--- config.mk ---
export PLATFORM = sky130hd
export DESIGN_NAME = occ_age_monitor
export DESIGN_NICKNAME = d
export VERILOG_FILES = /design/src/rtl/occ_age_monitor.sv
export SDC_FILE = /design/constraint.sdc
export NUM_CORES = 1
export LEC_CHECK = 0
export BUFFER_PORTS_ARGS = -buffer_cell sky130_fd_sc_hd__buf_4
export CAP_MARGIN = 10
export CORE_UTILIZATION = 57
export DETAILED_ROUTE_END_ITERATION = 6
export PLACE_DENSITY = 0.76
export SLEW_MARGIN = 20
export SYNTH_ARGS = -nofsm -noshare
export SYNTH_HDL_FRONTEND = slang
export SYNTH_SLANG_ARGS = --single-unit
--- constraint.sdc ---
create_clock -name clk -period 6.2 [get_ports clk]
set_input_delay 1.24 -clock clk [delete_from_list [all_inputs] [get_ports clk]]
set_output_delay 1.24 -clock clk [all_outputs]
set_load 0.05 [all_outputs]
--- src/rtl/occ_age_monitor.sv ---
module occ_age_monitor #(
  parameter int LINES   = 8,
  parameter int TASKS   = 4,
  parameter int TID_W   = 3,
  parameter int TS_W    = 16,
  parameter int AGE_T0  = 8,
  parameter int AGE_T1  = 32,
  parameter int AGE_T2  = 128,
  parameter int AGE_T3  = 512,
  localparam int LW = $clog2(LINES),
  localparam int TW = $clog2(TASKS),
  localparam int CW = $clog2(LINES + 1)
) (
  input  logic             clk,
  input  logic             rst,
  input  logic [1:0]       ev_op,
  input  logic [LW-1:0]    ev_line,
  input  logic [TID_W-1:0] ev_tid,
  input  logic             ev_pf,
  output logic [TID_W-1:0] wb_tid,
  input  logic             dump,
  output logic             busy,
  output logic             done,
  input  logic             rd_hist,
  input  logic [TW-1:0]    rd_task,
  input  logic [2:0]       rd_bin,
  output logic [CW-1:0]    rd_data
);
  localparam logic [1:0] OP_FILL = 2'd1, OP_INV = 2'd2, OP_WB = 2'd3;
  localparam logic [TID_W-1:0] UNK = '0;
  localparam logic [TID_W-1:0] PF  = TID_W'(TASKS - 1);
  localparam logic [TID_W:0]   TASKS_V = (TID_W + 1)'(TASKS);
  localparam logic [TS_W-1:0]  TH0 = TS_W'(AGE_T0), TH1 = TS_W'(AGE_T1),
                               TH2 = TS_W'(AGE_T2), TH3 = TS_W'(AGE_T3);

  logic             vld  [LINES];
  logic [TID_W-1:0] tid  [LINES];
  logic [TS_W-1:0]  tins [LINES];
  logic [TS_W-1:0]  ts;
  logic [LW-1:0]    idx;
  logic [CW-1:0]    occ  [TASKS];
  logic [CW-1:0]    hist [TASKS][5];

  logic [TID_W-1:0] s_tid;
  logic [TW-1:0]    s_task;
  logic [TS_W-1:0]  s_age;
  logic [2:0]       s_bin;

  assign wb_tid = tid[ev_line];
  assign s_tid  = tid[idx];
  assign s_task = ({1'b0, s_tid} < TASKS_V) ? TW'(s_tid) : TW'(UNK);
  assign s_age  = ts - tins[idx];

  always_comb begin
    if      (s_age < TH0) s_bin = 3'd0;
    else if (s_age < TH1) s_bin = 3'd1;
    else if (s_age < TH2) s_bin = 3'd2;
    else if (s_age < TH3) s_bin = 3'd3;
    else                  s_bin = 3'd4;
  end

  always_ff @(posedge clk) begin
    if (rst) ts <= '0;
    else     ts <= ts + TS_W'(1);
  end

  always_ff @(posedge clk) begin
    if (rst) begin
      for (int i = 0; i < LINES; i++) begin
        vld[i]  <= 1'b0;
        tid[i]  <= UNK;
        tins[i] <= '0;
      end
    end else begin
      case (ev_op)
        OP_FILL: begin
          vld[ev_line]  <= 1'b1;
          tid[ev_line]  <= ev_pf ? PF : ev_tid;
          tins[ev_line] <= ts;
        end
        OP_INV: begin
          vld[ev_line]  <= 1'b0;
          tid[ev_line]  <= UNK;
          tins[ev_line] <= ts;
        end
        OP_WB: begin
          tid[ev_line]  <= UNK;
          tins[ev_line] <= ts;
        end
        default: ;
      endcase
    end
  end

  always_ff @(posedge clk) begin
    if (rst || (dump && !busy)) begin
      busy <= !rst;
      done <= 1'b0;
      idx  <= '0;
      for (int t = 0; t < TASKS; t++) begin
        occ[t] <= '0;
        for (int b = 0; b < 5; b++) hist[t][b] <= '0;
      end
    end else if (busy) begin
      if (vld[idx]) begin
        occ[s_task]         <= occ[s_task] + CW'(1);
        hist[s_task][s_bin] <= hist[s_task][s_bin] + CW'(1);
      end
      if (idx == LW'(LINES - 1)) begin
        busy <= 1'b0;
        done <= 1'b1;
      end else begin
        idx <= idx + LW'(1);
      end
    end
  end

  always_comb begin
    rd_data = '0;
    if ({1'b0, rd_task} < (TW + 1)'(TASKS)) begin
      if (!rd_hist)          rd_data = occ[rd_task];
      else if (rd_bin < 3'd5) rd_data = hist[rd_task][rd_bin];
    end
  end
endmodule

==> impl_metrics.ini, run 1 <==
[outcome]
status = finished clean

[place]
io_buffers = 26
pre_cts_slack_ps = 669
gp_congestion = 0.895
place_inst = 1482
dp_hpwl_um = 24100

[global_routing]
antenna_found_initial = 0
grt_max_degree = 66
grt_pass1_vias = 9881
grt_usage_pct = 28.6
grt_first_pass_wirelength_um = 56300
grt_remaining_overflow = 0

[timing]
clock_skew_ps = 17.6
setup_tns_ps = 0
fmax_mhz = 178
post-route-period-util_pct = 90.5
max_slew_margin_pct = 28.7
setup_viol = 0
rsz0062_at_grt = no
hold_slack_ps = 482
report.final.slew_viol_count = 0
worst_pin_slew_ps = 1070
setup_slack_ps = 589
fin_crit_ps = 5610
final_hold_viol_count = 0

[power]
switchingPower_uw = 1150
p_clk_share_pct = 37.9
pwr-share-seq_pct = 49.1
peakVddDrop_uv = 291
intPower_uw = 3330
p_leak_uw = 0.00602
power_frac_comb_pct = 13.1
p_per_area_mw_per_mm2 = 278
p_sw_share_pct = 25.7

[layout]
postLayoutCoreUtil_pct = 64.0
n_antenna_cell = 0
areaGrowthSynthToFinish_pct = 10.3
nets = 1221
final_cells = 1537
drive_gt1_share_pct = 19.6

[cts]
cts_buffers = 30
postCtsHoldBufs = 0
clock_sinks = 280
ctsResizeCount = 0
htreeDepth = 1
clk_latency_ps = 550
clk_pin_slew_ps = 60
root_buffer = clkbuf_16
cts.path.max_buffers = 3
postCtsSetupRepairBufs = 0
cts_tree = done

[logic_synthesis]
ys_ff_latch = 280
synthesis.nets = 1217
yosysWarnings = 0
synth_ff_type = edfxtp_1
synth_edf_count = 256
synth_area_per_cell_um2 = 12.4
synthCells = 1180
yosysSeqAreaShare_pct = 55.8
syn_area_mm2 = 0.0146
synthArstFlopShare_pct = 0
synth_cell_types = 69

[drt]
drt-initial-drc-count = 1195
wirelength_um = 36400
vias = 9976
via_per_inst = 6.49
antenna_left = 0
dr.pass1.iters = 6
wl_per_cell_um = 23.7
drc_errors = 0

[worst_setup_path]
required_ps = 6500
reg2reg_depth = 15
r2r_slack_ps = 590
start_kind = register
crit_fanout = 26
r2r-end = hist[1][7]
crit_end = hist[1][7]
crit_type = register to register
endpoint_kind = register
arrival_ps = 5910

[floorplan]
row_count = 58
dieArea_mm2 = 0.0263
coreArea_mm2 = 0.0252
initial_core_util_pct = 58.1
fp.dieH_um = 162
ios = 27
die_x_um = 162

[hold_path]
min_path_type = register to register

[flow_run]
cap_violations = 0
stage by stage:
step           total power [uW]  cell area [um2]
2_1_floorplan              2620            14600
3_3_place_gp               2800            15200
3_5_place_dp               2810            15200
4_1_cts                    4480            16100
5_1_grt                    4610            16100
6_report                   4480            16100
cell usage after synthesis (all sizes together), types with 3 or more instances:
library cell	count	area share, %
edfxtp	256	53
nor2	189	5.2
nand2	92	2.4
mux4	71	11
clkbuf	69	1.8
and3	65	2.8
and2	64	2.7
mux2i	38	2.6
a21oi	28	0.96
dfxtp	24	3.3
buf	21	0.85
o21ai	21	0.72
ha	19	1.6
nand3	16	0.63
a21o	14	0.72
a22oi	14	0.75
o22ai	14	0.60
nand2b	13	0.56
nor3	13	0.55
xnor2	12	0.77
xor2	12	0.72
inv	10	0.26
or3	9	0.38
mux2	8	0.62
a22o	7	0.42
a222oi	6	0.41
nor2b	6	0.26
a31oi	5	0.21
o21bai	5	0.26
a221oi	4	0.36
and4	4	0.24
o21a	4	0.21
o22a	4	0.24
a2111oi	3	0.22
a211oi	3	0.15
nand3b	3	0.15
nand4	3	0.13
o211ai	3	0.15
o311ai	3	0.18
or2	3	0.13
or3b	3	0.18
cells in the final DEF (no fill, tap or decap), types with 15 or more instances in the layout:
cell type  instances
a21oi_1           27
o21ai_0           17
dfxtp_1           22
edfxtp_1         256
nor2_2            21
nor2_1           167
mux4_2            71
nand2_1           92
and2_1            64
buf_4             60
clkbuf_16         31
and3_1            65
nand3_1           15
mux2i_1           36
ha_1              19
state kept, by name, indices dropped and copies added, names as in the netlist, named ones only:
name,cells
vld,8
busy,1
tid,24
ts,16
idx,3
done,1
hist,80
tins,128
occ,16
logic make-up (layout without fill, tap and decap cells):
group,Yosys count,in the layout,synth area share [%]
AOI/OAI and AO/OA,149,149,7.28
xor gates and xnor gates,24,24,1.49
adders and majority gates,19,19,1.63
buffers and inverters,100,127,2.87
DFF,280,280,55.8
muxes,117,117,14.1
and+or+nand+nor,491,491,16.7
power by group through the flow:
| stage | clock, uW | combinational (uW) | sequential (uW) |
|---|---|---|---|
| 5_1_grt | 1780 | 618 | 2210 |
| 4_1_cts | 1710 | 577 | 2200 |
| 3_5_place_dp | 0 | 574 | 2240 |
| 6_report | 1700 | 585 | 2200 |
| 3_3_place_gp | 0 | 565 | 2230 |
| 2_1_floorplan | 0 | 401 | 2210 |
worst min-delay path by stage:
stage	to	start	slack, ps	cells past startpoint
global placement	done	done	460	2
floorplan	register	idx[1]	490	2
CTS	done	done	480	2
finish	done	done	480	2
global route	done	done	510	2
detailed placement	done	done	470	2
critical path, stage by stage, from the launching register on:
cell      delay, ps
dfxtp_2         530
buf_12          270
mux4_2          530
mux2i_1         220
ha_1            350
nand2_1         160
o21ai_0         490
nor3_1          130
o311ai_0        400
a21oi_1         100
or4_1           860
nor4b_2         370
o21ai_1         120
xnor2_2         420
buf_4           290
nor2_2           50
routing by layer:
layer / part of all wire, % / wire length [um] / up-vias / GRT usage (%)
met5: 0 / 0 / - / 0
met4: 3.3 / 1200 / 0 / 11.4
met3: 9.3 / 3380 / 99 / 5.03
met2: 49 / 17800 / 543 / 47.4
met1: 39 / 14000 / 4892 / 37.5
li1: - / - / 4442 / -
area by class of cell:
class | instances | area, um2
multi-input cells | 800 | 6080
well taps | 330 | 413
repair buffers | 62 | 490
fillers | 1863 | 9050
inverters | 10 | 37.5
flip-flops and latches | 280 | 8170
clock inverters | 19 | 131
clock buffers | 36 | 805
No activity file was read; power rests on OpenSTA's default activity.
==> inputs of run 2 (changes only) <==
--- a/config.mk
+++ b/config.mk
@@ -5,7 +5,7 @@
 export SDC_FILE = /design/constraint.sdc
 export NUM_CORES = 1
 export LEC_CHECK = 0
-export BUFFER_PORTS_ARGS = -buffer_cell sky130_fd_sc_hd__buf_4
+export BUFFER_PORTS_ARGS = -buffer_cell sky130_fd_sc_hd__buf_2
 export CAP_MARGIN = 10
 export CORE_UTILIZATION = 57
 export DETAILED_ROUTE_END_ITERATION = 6
==> run 2 against run 1 <==
Hold slack better by 4.4 ps; register-to-register slack improved by 30 ps; die area did not move; critical path type unchanged; largest power group unchanged.
==> impl_metrics.ini, run 2 (synthesized netlist as in run 1, its figures left out) <==
[worst_setup_path]
slowest_delay_ps = 870
cp_num_buf_inv = 3
required_ps = 6470
crit_chain = buf_4 -> buf_4 -> mux4_2 -> mux2i_1 -> ha_1 -> a21oi_1 -> o21ai_0 -> a21oi_1 -> a21bo_1 -> a2111oi_2 -> a21oi_1 -> or4_1 -> mux2i_2 -> ha_1 -> inv_1 -> nor2_1
crit_fanout = 16
cp_common_cell = a21oi_1
cp_top_family = compound AO/OA/AOI/OAI gates
endpoint_kind = register
crit_type = register to register
start_kind = register
arrival_ps = 5850
critPathSlowestCell = or4_1

[timing]
post-route-period-util_pct = 90.0
max_slew_margin_pct = 28.3
clock_skew_ps = 26.1
fmax_mhz = 179
fin_crit_ps = 5580
setup_slack_ps = 620
worst_pin_slew_ps = 1070
rsz0062_at_grt = no
report.final.slew_viol_count = 0
setup_viol = 0
setup_tns_ps = 0
final_hold_viol_count = 0

[floorplan]
fp.dieH_um = 162
initial_core_util_pct = 58.1
ios = 27
row_count = 58
die_x_um = 162
coreArea_mm2 = 0.0252
dieArea_mm2 = 0.0263

[drt]
wirelength_um = 36600
drt-initial-drc-count = 1337
antenna_left = 0
wl_per_cell_um = 23.9
dr.pass1.iters = 5
drc_errors = 0
via_per_inst = 6.45
vias = 9888

[global_routing]
grt_usage_pct = 28.4
grt_pass1_vias = 9890
grt_first_pass_wirelength_um = 56800
grt_remaining_overflow = 0
antenna_found_initial = 0
grt_max_degree = 59

[cts]
htreeDepth = 1
postCtsHoldBufs = 0
cts_tree = done
cts_buffers = 29
clk_latency_ps = 560
clk_pin_slew_ps = 60
postCtsSetupRepairBufs = 0
ctsResizeCount = 0
root_buffer = clkbuf_16
cts.path.max_buffers = 3
clock_sinks = 280

[layout]
n_antenna_cell = 0
top_register = tins
largest_reg_flops = 128
top_regs = tins x128, hist x80, tid x24
drive_gt1_share_pct = 19.1
areaGrowthSynthToFinish_pct = 9.76
final_cell_mix = edfxtp_1 (256), nor2_1 (167), nand2_1 (92)
n_fill_cell = 1870
nets = 1217
mostFrequentLayoutCell = edfxtp_1

[place]
io_buffers = 26
pre_cts_slack_ps = 609
dp_hpwl_um = 24700
gp_congestion = 0.921

[outcome]
status = finished clean

[power]
finalPower_uw = 4560
peakVddDrop_uv = 258
p_per_area_mw_per_mm2 = 284
p_leak_uw = 0.00598

[hold_path]
min_path_type = register to register

[flow_run]
cap_violations = 0
[run 2: changes by cell type in the layout (fill, tap and decap cells not counted), sizes merged]
cell,change
clkinv,-13
clkbuf,+6
buf,-3
bufinv,+3
clkinvlp,+1
inv,+1
[run 2: layout make-up]
type                       count  area (um2)  area share [%]
clock buffer                  42         805            5.01
multi-input combinational    800        6080            37.9
tap                          330         413            2.57
sequential                   280        8170            50.9
inverter                      10        37.5           0.234
timing repair buffer          59         378            2.35
clock inverter                11         169            1.05
[run 2: through the flow]
stage | cell area, um2 | utilization [%] | hold slack [ps] | instances
final | 16100 | 63.8 | 486 | 1532
after global routing | 16100 | 63.8 | 503 | 1532
after CTS | 16100 | 63.7 | 482 | 1532
after detailed placement | 15100 | 59.9 | 468 | 1479
after global placement | 15100 | 59.9 | 458 | 1479
after floorplan | 14600 | - | 492 | 1180
[run 2: path summary, 6_finish.rpt]
kind                            startpoint     endpoint  slack, ps  cells past startpoint
worst max-delay path              register  hist[1][17]        620                     16
worst min-delay path                  done         done        490                      2
worst max register to register    register  hist[1][17]        620                     16
worst min register to register        done         done        490                      2
[run 2: worst min-delay path, stage by stage (launching register included)]
cell and delay, ps:
dfxtp_1 330, a21oi_1 50, nor2_1 70
[run 2: layer usage]
metal | track usage (%) | up-vias | wire (um)
li1 | - | 4427 | -
met1 | 37.9 | 4896 | 14600
met2 | 47.7 | 504 | 18100
met3 | 5.64 | 61 | 3200
met4 | 7.33 | 0 | 728
met5 | 0 | - | 0
[run 2: where the power goes]
part / internal, uW / switching [uW]
clock: 1070 / 727
combinational: 203 / 365
sequential: 2150 / 50.1
total: 3420 / 1140
==> inputs of run 3 (changes only) <==
--- a/config.mk
+++ b/config.mk
@@ -5,11 +5,11 @@
 export SDC_FILE = /design/constraint.sdc
 export NUM_CORES = 1
 export LEC_CHECK = 0
+export ABC_AREA = 1
 export BUFFER_PORTS_ARGS = -buffer_cell sky130_fd_sc_hd__buf_2
 export CAP_MARGIN = 10
-export CORE_UTILIZATION = 57
+export CORE_UTILIZATION = 35
 export DETAILED_ROUTE_END_ITERATION = 6
-export PLACE_DENSITY = 0.76
 export SLEW_MARGIN = 20
 export SYNTH_ARGS = -nofsm -noshare
 export SYNTH_HDL_FRONTEND = slang
==> run 3 against run 2 <==
Clock power fell by 2%; global-route usage down 8.9 points; total power shrank 1.4%; sequential share of layout area grew 0.18 points; non-clock buffer count fell by 8; critical path type unchanged; largest cell class unchanged; largest power group unchanged.
==> impl_metrics.ini, run 3 <==
[outcome]
status = finished clean

[logic_synthesis]
synth_area_per_cell_um2 = 8.97
synthTopCellsByCount = nor2_1 (382), edfxtp_1 (256), nand2_1 (216)
synthArstFlopShare_pct = 0
yosysTopAreaCell = edfxtp_1
yosysWarnings = 0
synth_top_area_share_pct = 53.1
synth_ff_type = edfxtp_1
synthMostInstantiatedCell = nor2_1
yosysSeqAreaShare_pct = 56.4
synth_cell_types = 47
synthCells = 1614
synth_edf_count = 256
ys_ff_latch = 280
synthesis.nets = 1651
syn_area_mm2 = 0.0145
synthTopCellsByArea = edfxtp_1 (53%), nor2_1 (9.9%), nand2_1 (5.6%)

[timing]
post-route-period-util_pct = 85.6
setup_slack_ps = 891
fmax_mhz = 188
worst_pin_slew_ps = 1110
max_slew_margin_pct = 26.0
fin_crit_ps = 5310
rsz0062_at_grt = no
final_hold_viol_count = 0
setup_viol = 0
setup_tns_ps = 0
report.final.slew_viol_count = 0
clock_skew_ps = 21.6

[global_routing]
antenna_found_initial = 0
grt_pass1_vias = 11200
grt_usage_pct = 19.5
grt_max_degree = 82
grt_remaining_overflow = 0
grt_first_pass_wirelength_um = 63300

[flow_run]
cap_violations = 0

[power]
p_per_area_mw_per_mm2 = 281
p_sw_share_pct = 27.1
switchingPower_uw = 1220
intPower_uw = 3280
peakVddDrop_uv = 207
p_leak_uw = 0.00612
pwr-share-seq_pct = 48.6
p_clk_share_pct = 39.0
power_frac_comb_pct = 12.4

[worst_setup_path]
r2r_slack_ps = 890
arrival_ps = 5610
endpoint_kind = register
crit_fanout = 81
reg2reg_depth = 23
required_ps = 6500
crit_type = register to register
start_kind = register

[floorplan]
fp.dieH_um = 205
row_count = 74
die_x_um = 205
initial_core_util_pct = 35.5
dieArea_mm2 = 0.0422
ios = 27
coreArea_mm2 = 0.0408

[place]
io_buffers = 26
pre_cts_slack_ps = 1010
dp_hpwl_um = 26100
gp_congestion = 0.852

[layout]
top_register = tins
areaGrowthSynthToFinish_pct = 10.5
nets = 1643
postLayoutCoreUtil_pct = 39.2
top_regs = tins x128, hist x80, tid x24
n_fill_cell = 4039
final_cell_mix = nor2_1 (382), edfxtp_1 (256), nand2_1 (215)
largest_reg_flops = 128
drive_gt1_share_pct = 9.16
mostFrequentLayoutCell = nor2_1
n_antenna_cell = 0

[drt]
antenna_left = 0
wirelength_um = 40800
drt-initial-drc-count = 974
vias = 11700
wl_per_cell_um = 18.9
via_per_inst = 5.40
dr.pass1.iters = 6
drc_errors = 0

[cts]
postCtsHoldBufs = 0
htreeDepth = 1
cts_tree = done
cts_buffers = 31
ctsResizeCount = 0
postCtsSetupRepairBufs = 0
root_buffer = clkbuf_16
cts.path.max_buffers = 3
clk_pin_slew_ps = 60
clk_latency_ps = 590
clock_sinks = 280

[hold_path]
holdPathStages = 2
min_path_type = register to register
[run 3: changes by cell type in the layout (fill, tap and decap cells not counted), moves of 64 or more]
cell / delta
and2_1: -64
inv_1: +124
nor2_1: +215
nand2_1: +123
o21ai_0: +142
and3_1: -65
mux4_2: -71
[run 3: logic make-up (layout without fill, tap and decap cells)]
group	Yosys count	count (layout)	share of synthesized area, %
multiplexers	4	4	0.311
XOR/XNOR	8	8	0.536
AO/OA/AOI/OAI	340	340	13.6
buffers and inverters	245	258	6.94
AND/OR/NAND/NOR	718	718	20.6
flip-flops	280	280	56.4
adder cells (fa/ha/maj)	19	19	1.64
[run 3: per-stage QoR]
step	total power, uW	std cells	hold slack, ps	instance area (um2)
2_1_floorplan	2600	1614	421	14500
3_3_place_gp	2770	2105	442	15000
3_5_place_dp	2780	2105	459	15000
4_1_cts	4520	2159	474	16000
5_1_grt	4650	2159	497	16000
6_report	4500	2159	470	16000
[run 3: critical path, stage by stage, from the launching register on]
cell and delay [ps]:
dfxtp_2 350, buf_4 640, o21ai_0 220, o221ai_1 210, o21ai_0 210, ha_1 430, nand2_1 140, o21ai_0 400
a41oi_1 220, nand2_1 110, nand2_1 50, nand2_1 60, nand2_2 80, nor2_8 140, nand4_2 290, nand3_1 160
nand2_1 60, nand3_1 110, buf_4 270, nor2_1 100, nand2_1 70, nand2_1 60, nand2_2 540, nor2_2 60
[run 3: worst paths after layout]
check,from,to
max reg2reg,register,hist[0][3]
min,done,done
min reg2reg,done,done
max,register,hist[0][3]
[run 3: metal layers]
metal | routed length, um | part of all wire, % | up-vias | global-route usage (%)
li1 | - | - | 5509 | -
met1 | 17500 | 43 | 5632 | 26.0
met2 | 19700 | 48 | 460 | 33.4
met3 | 2930 | 7.2 | 58 | 2.83
met4 | 686 | 1.7 | 0 | 4.31
met5 | 0 | 0 | - | 0
[run 3: power by group through the flow]
stage,Combinational [uW],Sequential (uW),Clock (uW)
global placement,548,2220,0
CTS,556,2190,1770
finish,559,2190,1750
detailed placement,554,2230,0
floorplan,385,2210,0
global route,613,2200,1840
[run 3: cell type report]
class | instances | area, um2 | share of cell area (%)
clock buffers | 42 | 880 | 5.50
clock inverters | 12 | 78.8 | 0.493
inverters | 153 | 577 | 3.61
multi-input cells | 1089 | 5310 | 33.2
flip-flops and latches | 280 | 8170 | 51.1
well taps | 532 | 666 | 4.16
repair buffers | 51 | 318 | 1.99
